File: src/rtl/pfb_pkg.sv
package pfb_pkg;
  localparam int REG_W = 32;
  localparam int PNL_W = 16;

  typedef enum logic [3:0] {
    A_SYSCFG  = 4'd0,
    A_STATUS  = 4'd1,
    A_CTRL    = 4'd2,
    A_PIXCNT  = 4'd3,
    A_CMD     = 4'd4,
    A_PARAM   = 4'd5,
    A_DATA    = 4'd6,
    A_RDDATA  = 4'd7,
    A_RDSTAT  = 4'd8,
    A_CFGA    = 4'd9,
    A_CFGB    = 4'd10
  } reg_addr_e;

  localparam logic [REG_W-1:0] CFG_RST   = 32'h0031_0000;
  localparam logic [REG_W-1:0] CFG_MASK  = 32'h003F_1FFF;
  localparam logic [REG_W-1:0] CFG_BLOCK = 32'h0000_000C;
  localparam logic [4:0]       IDLE_MASK = 5'h19;
  localparam logic [3:0]       CTRL_RST  = 4'h2;

  typedef enum logic [1:0] {S_IDLE, S_STB, S_REC} seq_state_e;
endpackage

File: src/rtl/pfb_regs.sv
module pfb_regs
  import pfb_pkg::*;
#(
  parameter int PIX_W = 32
) (
  input  logic             clk,
  input  logic             rst_n,
  input  logic             acc,
  input  logic             wr,
  input  logic [3:0]       addr,
  input  logic [REG_W-1:0] wdata,
  input  logic             disp_mode,
  input  logic             rx_load,
  input  logic [PNL_W-1:0] rx_data,
  output logic [REG_W-1:0] rdata,
  output logic             busy,
  output logic             frame_done,
  output logic             go,
  output logic             go_rd,
  output logic             go_dc,
  output logic             go_two,
  output logic [1:0]       go_cs,
  output logic [REG_W-1:0] go_data
);
  localparam logic [PIX_W-1:0] PIX_ONE = PIX_W'(1);

  logic [4:0]       idle_q, idle_d;
  logic [3:0]       ctrl_q, ctrl_d;
  logic [PIX_W-1:0] pix_q, pix_d;
  logic [REG_W-1:0] cfga_q, cfga_d, cfgb_q, cfgb_d;
  logic             busy_q, busy_d, fd_q, fd_d;
  logic [PNL_W-1:0] rx_q, rx_d;
  logic             wr_acc, start_ok;
  logic [1:0]       sel;

  assign wr_acc = acc && wr;
  assign sel    = ctrl_q[3:2];
  assign start_ok = wdata[4] && wdata[0] && !wdata[1] && !busy_q && disp_mode &&
                    ((cfga_q & cfgb_q & CFG_BLOCK) == '0);

  // next-state
  always_comb begin
    idle_d = idle_q;
    ctrl_d = ctrl_q;
    pix_d  = pix_q;
    cfga_d = cfga_q;
    cfgb_d = cfgb_q;
    busy_d = busy_q;
    fd_d   = 1'b0;
    rx_d   = rx_load ? rx_data : rx_q;
    if (wr_acc) begin
      case (addr)
        A_SYSCFG: begin
          if (wdata[1]) begin
            ctrl_d = CTRL_RST;
            pix_d  = '0;
            cfga_d = CFG_RST;
            cfgb_d = CFG_RST;
            busy_d = 1'b0;
          end
          idle_d = wdata[4:0] & IDLE_MASK;
        end
        A_CTRL: begin
          ctrl_d = wdata[3:0];
          if (start_ok) busy_d = 1'b1;
        end
        A_PIXCNT: pix_d = wdata[PIX_W-1:0];
        A_DATA, A_RDDATA, A_RDSTAT: begin
          pix_d = pix_q - PIX_ONE;
          if (busy_q && pix_q == PIX_ONE) begin
            busy_d = 1'b0;
            fd_d   = 1'b1;
          end
        end
        A_CFGA: cfga_d = wdata & CFG_MASK;
        A_CFGB: cfgb_d = wdata & CFG_MASK;
        default: ;
      endcase
    end
  end

  // register
  always_ff @(posedge clk or negedge rst_n) begin
    if (!rst_n) begin
      idle_q <= '0;
      ctrl_q <= CTRL_RST;
      pix_q  <= '0;
      cfga_q <= CFG_RST;
      cfgb_q <= CFG_RST;
      busy_q <= 1'b0;
      fd_q   <= 1'b0;
      rx_q   <= '0;
    end else begin
      idle_q <= idle_d;
      ctrl_q <= ctrl_d;
      pix_q  <= pix_d;
      cfga_q <= cfga_d;
      cfgb_q <= cfgb_d;
      busy_q <= busy_d;
      fd_q   <= fd_d;
      rx_q   <= rx_d;
    end
  end

  // read mux
  always_comb begin
    case (addr)
      A_SYSCFG:           rdata = {27'd0, idle_q};
      A_STATUS:           rdata = {23'd0, busy_q, 7'd0, 1'b1};
      A_CTRL:             rdata = {28'd0, ctrl_q};
      A_PIXCNT:           rdata = REG_W'(pix_q);
      A_RDDATA, A_RDSTAT: rdata = {16'd0, rx_q};
      A_CFGA:             rdata = cfga_q;
      A_CFGB:             rdata = cfgb_q;
      default:            rdata = '0;
    endcase
  end

  // panel operation decode
  always_comb begin
    go      = 1'b0;
    go_rd   = 1'b0;
    go_dc   = 1'b1;
    go_two  = 1'b0;
    go_cs   = sel;
    go_data = wdata;
    if (wr_acc) begin
      case (addr)
        A_CMD:   begin go = (sel != 2'b00); go_dc = 1'b0; end
        A_PARAM: go = (sel != 2'b00);
        A_DATA:  begin go = (sel != 2'b00); go_two = 1'b1; end
        A_RDDATA, A_RDSTAT: begin
          go    = (sel != 2'b00);
          go_rd = 1'b1;
          go_dc = (addr == A_RDDATA);
          go_cs = sel[0] ? 2'b01 : 2'b10;
        end
        default: ;
      endcase
    end
  end

  assign busy       = busy_q;
  assign frame_done = fd_q;
endmodule

File: src/rtl/pfb_seq.sv
module pfb_seq
  import pfb_pkg::*;
#(
  parameter int STB_CYC = 2
) (
  input  logic             clk,
  input  logic             rst_n,
  input  logic             go,
  input  logic             go_rd,
  input  logic             go_dc,
  input  logic             go_two,
  input  logic [1:0]       go_cs,
  input  logic [REG_W-1:0] go_data,
  input  logic [PNL_W-1:0] pnl_din,
  output logic             idle,
  output logic [1:0]       pnl_cs_n,
  output logic             pnl_wr_n,
  output logic             pnl_rd_n,
  output logic             pnl_dc,
  output logic [PNL_W-1:0] pnl_dout,
  output logic             pnl_oe,
  output logic             rx_load,
  output logic [PNL_W-1:0] rx_data
);
  localparam int CW = (STB_CYC > 1) ? $clog2(STB_CYC) : 1;
  localparam logic [CW-1:0] CNT_TOP = CW'(STB_CYC - 1);

  seq_state_e       st_q, st_d;
  logic [CW-1:0]    cnt_q, cnt_d;
  logic             rd_q, rd_d, dc_q, dc_d, two_q, two_d;
  logic [1:0]       cs_q, cs_d;
  logic [REG_W-1:0] dat_q, dat_d;

  // next-state
  always_comb begin
    st_d  = st_q;
    cnt_d = cnt_q;
    rd_d  = rd_q;
    dc_d  = dc_q;
    two_d = two_q;
    cs_d  = cs_q;
    dat_d = dat_q;
    case (st_q)
      S_IDLE: if (go) begin
        st_d  = S_STB;
        cnt_d = CNT_TOP;
        rd_d  = go_rd;
        dc_d  = go_dc;
        two_d = go_two;
        cs_d  = go_cs;
        dat_d = go_data;
      end
      S_STB: begin
        if (cnt_q == '0) st_d = S_REC;
        else             cnt_d = cnt_q - CW'(1);
      end
      S_REC: begin
        if (two_q) begin
          st_d  = S_STB;
          cnt_d = CNT_TOP;
          two_d = 1'b0;
          dat_d = dat_q >> PNL_W;
        end else begin
          st_d = S_IDLE;
          cs_d = 2'b00;
        end
      end
      default: st_d = S_IDLE;
    endcase
  end

  // register
  always_ff @(posedge clk or negedge rst_n) begin
    if (!rst_n) begin
      st_q  <= S_IDLE;
      cnt_q <= '0;
      rd_q  <= 1'b0;
      dc_q  <= 1'b1;
      two_q <= 1'b0;
      cs_q  <= 2'b00;
      dat_q <= '0;
    end else begin
      st_q  <= st_d;
      cnt_q <= cnt_d;
      rd_q  <= rd_d;
      dc_q  <= dc_d;
      two_q <= two_d;
      cs_q  <= cs_d;
      dat_q <= dat_d;
    end
  end

  assign idle     = (st_q == S_IDLE);
  assign pnl_cs_n = idle ? 2'b11 : ~cs_q;
  assign pnl_wr_n = !(st_q == S_STB && !rd_q);
  assign pnl_rd_n = !(st_q == S_STB && rd_q);
  assign pnl_dc   = dc_q;
  assign pnl_dout = dat_q[PNL_W-1:0];
  assign pnl_oe   = !idle && !rd_q;
  assign rx_load  = (st_q == S_STB) && rd_q && (cnt_q == '0);
  assign rx_data  = pnl_din;
endmodule

File: src/rtl/pfb_ctrl.sv
module pfb_ctrl
  import pfb_pkg::*;
#(
  parameter int STB_CYC = 2,
  parameter int PIX_W   = 32
) (
  input  logic                 clk,
  input  logic                 rst_n,
  input  logic                 host_req,
  input  logic                 host_wr,
  input  logic [3:0]           host_addr,
  input  logic [REG_W-1:0]     host_wdata,
  output logic [REG_W-1:0]     host_rdata,
  output logic                 host_ready,
  input  logic                 disp_mode,
  output logic [1:0]           pnl_cs_n,
  output logic                 pnl_wr_n,
  output logic                 pnl_rd_n,
  output logic                 pnl_dc,
  output logic [PNL_W-1:0]     pnl_dout,
  output logic                 pnl_oe,
  input  logic [PNL_W-1:0]     pnl_din,
  output logic                 frame_done
);
  logic [1:0]       rst_sync_q;
  logic             rst_int;
  logic             busy, go, go_rd, go_dc, go_two, rx_load, seq_idle;
  logic [1:0]       go_cs;
  logic [REG_W-1:0] go_data;
  logic [PNL_W-1:0] rx_data;

  // reset asserts at once, releases on the clock
  always_ff @(posedge clk or negedge rst_n) begin
    if (!rst_n) rst_sync_q <= 2'b00;
    else        rst_sync_q <= {rst_sync_q[0], 1'b1};
  end
  assign rst_int = rst_sync_q[1];

  assign host_ready = seq_idle;

  pfb_regs #(.PIX_W(PIX_W)) u_regs (
    .clk(clk), .rst_n(rst_int),
    .acc(host_req && seq_idle), .wr(host_wr), .addr(host_addr), .wdata(host_wdata),
    .disp_mode(disp_mode), .rx_load(rx_load), .rx_data(rx_data),
    .rdata(host_rdata), .busy(busy), .frame_done(frame_done),
    .go(go), .go_rd(go_rd), .go_dc(go_dc), .go_two(go_two),
    .go_cs(go_cs), .go_data(go_data)
  );

  pfb_seq #(.STB_CYC(STB_CYC)) u_seq (
    .clk(clk), .rst_n(rst_int),
    .go(go), .go_rd(go_rd), .go_dc(go_dc), .go_two(go_two),
    .go_cs(go_cs), .go_data(go_data), .pnl_din(pnl_din),
    .idle(seq_idle), .pnl_cs_n(pnl_cs_n), .pnl_wr_n(pnl_wr_n),
    .pnl_rd_n(pnl_rd_n), .pnl_dc(pnl_dc), .pnl_dout(pnl_dout),
    .pnl_oe(pnl_oe), .rx_load(rx_load), .rx_data(rx_data)
  );
endmodule

File: config.mk
export PLATFORM = sky130hd
export DESIGN_NAME = pfb_ctrl
export DESIGN_NICKNAME = d
export VERILOG_FILES = /design/src/rtl/pfb_pkg.sv /design/src/rtl/pfb_regs.sv /design/src/rtl/pfb_seq.sv /design/src/rtl/pfb_ctrl.sv
export SDC_FILE = /design/constraint.sdc
export NUM_CORES = 1
export LEC_CHECK = 0
export ABC_AREA = 1
export BUFFER_PORTS_ARGS = -buffer_cell sky130_fd_sc_hd__buf_2
export CELL_PAD_IN_SITES_DETAIL_PLACEMENT = 0
export CELL_PAD_IN_SITES_GLOBAL_PLACEMENT = 1
export CORE_MARGIN = 4
export CORE_UTILIZATION = 43
export CTS_BUF_LIST = sky130_fd_sc_hd__clkbuf_8
export DETAILED_ROUTE_END_ITERATION = 10
export MAX_ROUTING_LAYER = met4
export PLACE_DENSITY = 0.84
export SYNTH_ARGS = -nofsm -noshare
export SYNTH_HDL_FRONTEND = slang
export SYNTH_SLANG_ARGS = --single-unit
File: constraint.sdc
create_clock -name clk -period 4.5 [get_ports clk]
set_input_delay 0.225 -clock clk [delete_from_list [all_inputs] [get_ports clk]]
set_output_delay 0.225 -clock clk [all_outputs]
set_load 0.02 [all_outputs]
==> impl_metrics.xml, run 1 <==
<?xml version="1.0" encoding="UTF-8"?>
<metrics>
  <group name="global_route">
    <metric name="grt_use_met3" unit="">0.0652</metric>
    <metric name="grt_max_degree" unit="">59</metric>
    <metric name="grt_use_met1" unit="">0.368</metric>
    <metric name="antenna_found_initial" unit="">0</metric>
    <metric name="grt_pass1_wl" unit="um">37300</metric>
    <metric name="gr-usage-met2" unit="">0.354</metric>
    <metric name="grt_use_total" unit="">0.253</metric>
    <metric name="grt.overflow.total" unit="">0</metric>
    <metric name="grt_pass1_vias" unit="">6558</metric>
    <metric name="global_route.peak_usage_layer" unit="">met1</metric>
  </group>
  <group name="cts">
    <metric name="clock-root-buffer" unit="">sky130_fd_sc_hd__clkbuf_8</metric>
    <metric name="cts-buffers-inserted" unit="">17</metric>
    <metric name="cts_tree" unit="">yes</metric>
    <metric name="max-clock-path-buffers" unit="">2</metric>
    <metric name="cts.reportedPaths.clkPinSlew" unit="ns">0.07</metric>
    <metric name="h-tree-depth" unit="">4</metric>
    <metric name="clock-sinks" unit="">137</metric>
    <metric name="worst_skew_pair.late_latency" unit="ns">0.47</metric>
  </group>
  <group name="critical_path">
    <metric name="cp-end-kind" unit="">flip-flop</metric>
    <metric name="cp_slowest_stage_delay" unit="ns">0.63</metric>
    <metric name="worstSetupPathType" unit="">flip-flop to flip-flop</metric>
    <metric name="worst_setup_path_start_kind" unit="">flip-flop</metric>
    <metric name="critical_path_required" unit="ns">4.85</metric>
    <metric name="worstSetupStartpoint" unit="">u_seq.st_q[1]</metric>
    <metric name="slowest_stage" unit="">sky130_fd_sc_hd__o21ai_4</metric>
    <metric name="worstReg2RegStart" unit="">u_seq.st_q[1]</metric>
    <metric name="cp_cell_sequence" unit="">inv_1 &gt; nor2_2 &gt; inv_2 &gt; o21ai_4 &gt; inv_2 &gt; a22o_1</metric>
    <metric name="cp.arrival" unit="ns">2.88</metric>
    <metric name="cpMostUsedCell" unit="">sky130_fd_sc_hd__inv_2</metric>
    <metric name="worstPathMaxFanout" unit="">33</metric>
  </group>
  <group name="logic_synthesis">
    <metric name="syn-num-nets" unit="">1032</metric>
    <metric name="ys_dominant_reg_cell" unit="">sky130_fd_sc_hd__dfrtp_1</metric>
    <metric name="yosysMostFrequentCell" unit="">sky130_fd_sc_hd__nand2_1</metric>
    <metric name="syn-cell-area" unit="um2">7430</metric>
    <metric name="syn_area_per_cell" unit="um2">7.63</metric>
    <metric name="synth_commonest_cells" unit="">sky130_fd_sc_hd__nand2_1, sky130_fd_sc_hd__nor2_1, sky130_fd_sc_hd__dfrtp_1, sky130_fd_sc_hd__inv_1, sky130_fd_sc_hd__o21ai_0</metric>
    <metric name="synth_seq_cells" unit="">137</metric>
    <metric name="post-synth-top-area-cell" unit="">sky130_fd_sc_hd__dfrtp_1</metric>
    <metric name="ys_warn_count" unit="">0</metric>
    <metric name="synth_cell_types" unit="">42</metric>
    <metric name="ys_async_sr_fraction" unit="">1.00</metric>
    <metric name="ys_seq_area_frac" unit="">0.463</metric>
    <metric name="post_synth_inst_count" unit="">973</metric>
    <metric name="post-synth-top-area-fraction" unit="">0.435</metric>
    <metric name="synth_edf_count" unit="">0</metric>
    <metric name="cells_taking_the_most_area_after_synthesis" unit="">sky130_fd_sc_hd__dfrtp_1, sky130_fd_sc_hd__nand2_1, sky130_fd_sc_hd__nor2_1</metric>
  </group>
  <group name="sta">
    <metric name="fin_setup_tns" unit="ns">0</metric>
    <metric name="period_share" unit="">0.564</metric>
    <metric name="finalWorstSetupSlack" unit="ns">1.96</metric>
    <metric name="grt_setup_unrepaired" unit="">false</metric>
    <metric name="final.min_clock_period" unit="ns">2.54</metric>
    <metric name="slew_viol_final" unit="">0</metric>
    <metric name="max_slew.worst_pin.slew" unit="ns">1.16</metric>
    <metric name="slew_headroom" unit="">0.223</metric>
    <metric name="fmax" unit="MHz">394</metric>
    <metric name="setup_viol" unit="">0</metric>
    <metric name="timing.clock.skew" unit="ns">0.0119</metric>
    <metric name="final_hold_viol_count" unit="">0</metric>
  </group>
  <group name="detailed_routing">
    <metric name="drc" unit="">0</metric>
    <metric name="drt_pre_antenna_iters" unit="">5</metric>
    <metric name="drt_first_iter_violations" unit="">614</metric>
    <metric name="totalWireLength" unit="um">23400</metric>
    <metric name="detail_route.wl_per_cell" unit="um">17.8</metric>
    <metric name="vias" unit="">6974</metric>
    <metric name="route.antenna.remaining_nets" unit="">0</metric>
    <metric name="via_per_inst" unit="">5.31</metric>
  </group>
  <group name="layout">
    <metric name="layout.cell_area.non_filler" unit="um2">8660</metric>
    <metric name="num_antenna_cells" unit="">0</metric>
    <metric name="syn2layout_area_growth" unit="%">16.5</metric>
    <metric name="fillerInstances" unit="">1691</metric>
    <metric name="proportion_of_layout_cells_with_a_drive_suffix_above_1" unit="">0.182</metric>
    <metric name="num-nets-final" unit="">1139</metric>
  </group>
  <group name="place">
    <metric name="gp_congestion" unit="">0.982</metric>
    <metric name="detailedPlacementHpwl" unit="um">17000</metric>
    <metric name="placed_cell_area" unit="um2">7990</metric>
    <metric name="place.port_buffers" unit="">112</metric>
    <metric name="pre_cts_ws" unit="ns">1.94</metric>
  </group>
  <group name="pwr">
    <metric name="peakVddDrop" unit="uV">327</metric>
    <metric name="power_density" unit="nW/um2">586</metric>
    <metric name="p_leak" unit="uW">0.00436</metric>
  </group>
  <group name="status">
    <metric name="run_status" unit="">completed</metric>
  </group>
  <group name="die">
    <metric name="rows" unit="">47</metric>
    <metric name="die_boundary_height" unit="um">139</metric>
    <metric name="initial_utilization" unit="">0.443</metric>
    <metric name="core" unit="um2">16800</metric>
    <metric name="design.portCount" unit="">113</metric>
    <metric name="die_area" unit="um2">19400</metric>
    <metric name="die_width" unit="um">139</metric>
  </group>
  <group name="min_path">
    <metric name="worstHoldPathType" unit="">input port to flip-flop</metric>
    <metric name="hold_crit_start" unit="">host_wdata[28]</metric>
  </group>
  <group name="run">
    <metric name="max_cap_violations" unit="">0</metric>
  </group>
</metrics>
-- worst max-delay path: cells and delay by family, from the launching register on --
kind                   cells  cell delay [ns]
buffers and inverters      3             0.65
AOI/OAI and AO/OA          2             0.88
DFF                        1             0.43
and+or+nand+nor            1             0.45
-- metal layers --
layer / up-vias / wire length (um)
met5: - / 0
met4: 0 / 353
met1: 3313 / 11000
li1: 3360 / -
met3: 29 / 1940
met2: 272 / 10000
-- cells in the final DEF, fill, tap and decap left out, drive strengths merged, types with 19 or more instances in the layout --
cell type and n:
a21oi 26, buf 117, clkbuf 20, dfrtp 129
dlygate4sd3 19, inv 129, nand2 278, nand3 31
nor2 138, o21ai 68, o22ai 44
-- per-stage QoR --
step	power (uW)	util	std cells	hold WS [ns]
after global placement	3830	0.477	1262	0.0107
after floorplan	3410	-	973	-0.0706
after global routing	5450	0.516	1313	0.0189
final	5070	0.516	1313	0.0344
after detailed placement	3860	0.477	1262	0.0118
after CTS	5080	0.516	1313	0.00982
-- power breakdown --
part | leakage, uW | internal, uW | switching (uW) | total, uW
clock network | 0.000230 | 702 | 505 | 1210
registers | 0.00167 | 1730 | 347 | 2080
logic | 0.00247 | 631 | 1160 | 1790
total | 0.00436 | 3060 | 2010 | 5070
-- cell type report --
type                            instances  area (um2)  share of cell area
Clock buffer                           20         275              0.0318
Sequential cell                       137        3440               0.398
Tap cell                              220         275              0.0318
Multi-Input combinational cell        662        3200               0.370
Inverter                              126         475              0.0549
Timing Repair Buffer                  136         788              0.0911
Clock inverter                         12         196              0.0227
-- kinds of logic (layout without fill, tap and decap cells) --
group,after synthesis,after routing,synth area share
compound gates,181,181,0.149
xor+xnor,5,5,0.00590
fa+ha+maj,2,2,0.00337
buf+inv,174,294,0.106
flops,137,137,0.463
mux,16,16,0.0243
other cells,1,1,0.000505
simple gates,457,457,0.248
-- state kept, by name (all words and copies together), names as in the netlist, 3 cells and up --
register,count
u_regs.ctrl_q,4
u_seq.dat_q,32
u_regs.idle_q,3
u_regs.pix_q,32
u_regs.cfgb_q,19
u_regs.rx_q,16
u_regs.cfga_q,19
-- timing repair --
action	CTS	global route
hold endpoints to repair	20	0
hold buffers	19	0
setup buffers	0	0
resized for setup	0	0
setup endpoints to repair	0	0
-- path summary, 6_finish.rpt --
kind                                    to  slack, ns  cells after the start
setup / recovery           u_seq.dat_q[28]       1.96                      6
hold / removal             u_seq.dat_q[28]       0.03                      2
max in group asynchronous  u_seq.dat_q[11]       3.17                      1
setup reg to reg           u_seq.dat_q[28]       1.96                      6
hold reg to reg              rst_sync_q[1]       0.36                      0
min in group asynchronous    rst_sync_q[1]       0.07                      2
Note: power is estimated with default switching activity, not from simulation.
==> run 2: changes to the inputs <==
- CORE_UTILIZATION: 43 -> 39
- PLACE_DENSITY: 0.84 -> 0.8
- clock period: 4.5 -> 2.1 ns (I/O delays scaled with it)
==> run 2 against run 1 <==
Utilization decreased by 2.9 points. Flip-flop and latch count unchanged. Clock-buffer cell count decreased by 3. Final cell count increased by 4.1%. Highest routed layer unchanged. Largest power group unchanged. Via count decreased by 0.34%. First-iteration DRC count decreased by 16%. Critical path type unchanged. Critical path depth increased by 2. Non-clock buffer count increased by 40. Sequential power increased by 110%. Wire length decreased by 0.42%.
==> impl_metrics.xml, run 2 (synthesis results as in run 1) <==
<?xml version="1.0" encoding="UTF-8"?>
<metrics>
  <group name="critical_path">
    <metric name="cp.arrival" unit="ns">2.22</metric>
    <metric name="cp_cell_sequence" unit="">nor2_4 &gt; nand3_4 &gt; nor2_2 &gt; nand2_1 &gt; o21ai_4 &gt; buf_4 &gt; nor2_1 &gt; a31oi_1</metric>
    <metric name="reg2regPathDepth" unit="">8</metric>
    <metric name="cp-end-kind" unit="">flip-flop</metric>
    <metric name="critical_path_required" unit="ns">2.48</metric>
    <metric name="worst_setup_path_start_kind" unit="">flip-flop</metric>
    <metric name="worst_r2r_endpoint" unit="">u_seq.dat_q[15]</metric>
    <metric name="worstPathMaxFanout" unit="">31</metric>
    <metric name="worstSetupPathType" unit="">flip-flop to flip-flop</metric>
    <metric name="worstReg2RegStart" unit="">u_seq.st_q[1]</metric>
    <metric name="cp_slowest_stage_delay" unit="ns">0.43</metric>
    <metric name="worstSetupStartpoint" unit="">u_seq.st_q[1]</metric>
    <metric name="critPathCapture" unit="">u_seq.dat_q[15]</metric>
    <metric name="slowest_stage" unit="">sky130_fd_sc_hd__dfrtp_1</metric>
    <metric name="timing.reg2reg.setup_slack" unit="ns">0.25</metric>
  </group>
  <group name="detailed_routing">
    <metric name="detail_route.wl_per_cell" unit="um">17.0</metric>
    <metric name="route.antenna.remaining_nets" unit="">0</metric>
    <metric name="totalWireLength" unit="um">23300</metric>
    <metric name="drt_pre_antenna_iters" unit="">7</metric>
    <metric name="drt_first_iter_violations" unit="">513</metric>
    <metric name="drc" unit="">0</metric>
    <metric name="vias" unit="">6950</metric>
    <metric name="via_per_inst" unit="">5.08</metric>
  </group>
  <group name="global_route">
    <metric name="antenna_found_initial" unit="">0</metric>
    <metric name="grt_pass1_vias" unit="">6633</metric>
    <metric name="grt.overflow.total" unit="">0</metric>
    <metric name="grt_max_degree" unit="">61</metric>
    <metric name="grt_pass1_wl" unit="um">37100</metric>
    <metric name="grt_use_total" unit="">0.226</metric>
  </group>
  <group name="sta">
    <metric name="grt_setup_unrepaired" unit="">false</metric>
    <metric name="fin_setup_tns" unit="ns">0</metric>
    <metric name="slew_headroom" unit="">0.566</metric>
    <metric name="timing.clock.skew" unit="ns">0.0145</metric>
    <metric name="final.min_clock_period" unit="ns">1.85</metric>
    <metric name="fmax" unit="MHz">541</metric>
    <metric name="period_share" unit="">0.880</metric>
    <metric name="max_slew.worst_pin.slew" unit="ns">0.650</metric>
    <metric name="final_hold_viol_count" unit="">0</metric>
    <metric name="slew_viol_final" unit="">0</metric>
    <metric name="setup_viol" unit="">0</metric>
  </group>
  <group name="place">
    <metric name="place.port_buffers" unit="">112</metric>
    <metric name="detailedPlacementHpwl" unit="um">17300</metric>
    <metric name="gp_congestion" unit="">0.935</metric>
    <metric name="placed_cell_area" unit="um2">8170</metric>
  </group>
  <group name="cts">
    <metric name="clock-root-buffer" unit="">sky130_fd_sc_hd__clkbuf_8</metric>
    <metric name="max-clock-path-buffers" unit="">2</metric>
    <metric name="worst_skew_pair.late_latency" unit="ns">0.46</metric>
    <metric name="clock-sinks" unit="">137</metric>
    <metric name="cts_tree" unit="">yes</metric>
    <metric name="cts-buffers-inserted" unit="">17</metric>
    <metric name="h-tree-depth" unit="">4</metric>
    <metric name="cts.reportedPaths.clkPinSlew" unit="ns">0.08</metric>
  </group>
  <group name="layout">
    <metric name="num_antenna_cells" unit="">0</metric>
    <metric name="proportion_of_layout_cells_with_a_drive_suffix_above_1" unit="">0.191</metric>
    <metric name="layout_commonest_cell" unit="">sky130_fd_sc_hd__nand2_1</metric>
    <metric name="syn2layout_area_growth" unit="%">22.7</metric>
    <metric name="layout.cell_area.non_filler" unit="um2">9120</metric>
    <metric name="most-common-layout-cells" unit="">sky130_fd_sc_hd__nand2_1, sky130_fd_sc_hd__nor2_1, sky130_fd_sc_hd__dfrtp_1</metric>
    <metric name="num-nets-final" unit="">1179</metric>
    <metric name="largest_regs" unit="">u_regs.pix_q (32), u_seq.dat_q (32)</metric>
  </group>
  <group name="pwr">
    <metric name="p_leak" unit="uW">0.00457</metric>
    <metric name="combinational_power_share" unit="">0.358</metric>
    <metric name="share_clk_of_total_power" unit="">0.242</metric>
    <metric name="power.total" unit="uW">11000</metric>
    <metric name="peakVddDrop" unit="uV">714</metric>
    <metric name="swShare" unit="">0.395</metric>
    <metric name="power_density" unit="nW/um2">1210</metric>
    <metric name="pwr-share-seq" unit="">0.401</metric>
    <metric name="power.net_switching" unit="uW">4350</metric>
    <metric name="internal_portion_of_total_power" unit="uW">6680</metric>
  </group>
  <group name="min_path">
    <metric name="worstHoldPathType" unit="">input port to flip-flop</metric>
    <metric name="hold_crit_start" unit="">host_wdata[18]</metric>
  </group>
  <group name="die">
    <metric name="design.portCount" unit="">113</metric>
    <metric name="initial_utilization" unit="">0.397</metric>
    <metric name="rows" unit="">50</metric>
    <metric name="die_area" unit="um2">21300</metric>
    <metric name="die_width" unit="um">146</metric>
    <metric name="core" unit="um2">18700</metric>
    <metric name="die_boundary_height" unit="um">146</metric>
  </group>
  <group name="run">
    <metric name="max_cap_violations" unit="">0</metric>
  </group>
  <group name="status">
    <metric name="run_status" unit="">completed</metric>
  </group>
</metrics>
-- run 2: layout make-up --
type                       count  area (um2)
multi-input combinational    662        3210
timing repair buffer         176        1220
tap                          234         293
fill                        1901        9590
clock inverter                15         246
sequential                   137        3440
clock buffer                  17         234
inverter                     126         475
-- run 2: worst min-delay path by stage --
stage	end	slack, ns	cells after the start
final	u_seq.dat_q[18]	0.04	3
after detailed placement	rst_sync_q[0]	-0.11	1
after global routing	u_seq.dat_q[18]	0.02	3
after floorplan	rst_sync_q[0]	-0.19	0
after CTS	u_seq.dat_q[20]	0.01	3
after global placement	rst_sync_q[0]	-0.11	1
-- run 2: routing by layer --
layer | track usage | wire length [um] | vias up
met4 | 0.0475 | 208 | 0
met5 | - | 0 | -
met1 | 0.337 | 11600 | 3284
met2 | 0.327 | 10100 | 219
li1 | - | - | 3429
met3 | 0.0379 | 1410 | 18
-- run 2: what timing repair did --
item	CTS	global route
hold buffers	46	0
endpoints found under the hold margin	53	0
setup buffers	0	0
gates resized for setup	0	2
endpoints found under the setup margin	0	4
-- run 2: per-stage QoR --
step / std cells / util / worst slack (ns) / hold slack, ns
after global routing: 1367 / 0.487 / 0.0173 / 0.0187
after CTS: 1367 / 0.487 / 0.211 / 0.0111
final: 1367 / 0.487 / 0.253 / 0.0352
after detailed placement: 1289 / 0.437 / 0.225 / -0.108
after floorplan: 973 / - / 0.472 / -0.191
after global placement: 1289 / 0.437 / 0.272 / -0.108
-- run 2: power by group through the flow --
stage / Clock (uW) / Combinational, uW / Sequential, uW
after CTS: 2700 / 3950 / 4410
after global routing: 2810 / 4490 / 4560
after floorplan: 0 / 3030 / 4270
after global placement: 0 / 3810 / 4440
final: 2670 / 3940 / 4420
after detailed placement: 0 / 3870 / 4450
-- run 2: critical path, delay by kind of cell (launching register included) --
kind	cells	cell delay (ns)
DFF	1	0.43
buffers and inverters	1	0.31
and+or+nand+nor	5	0.76
AOI/OAI and AO/OA	2	0.25
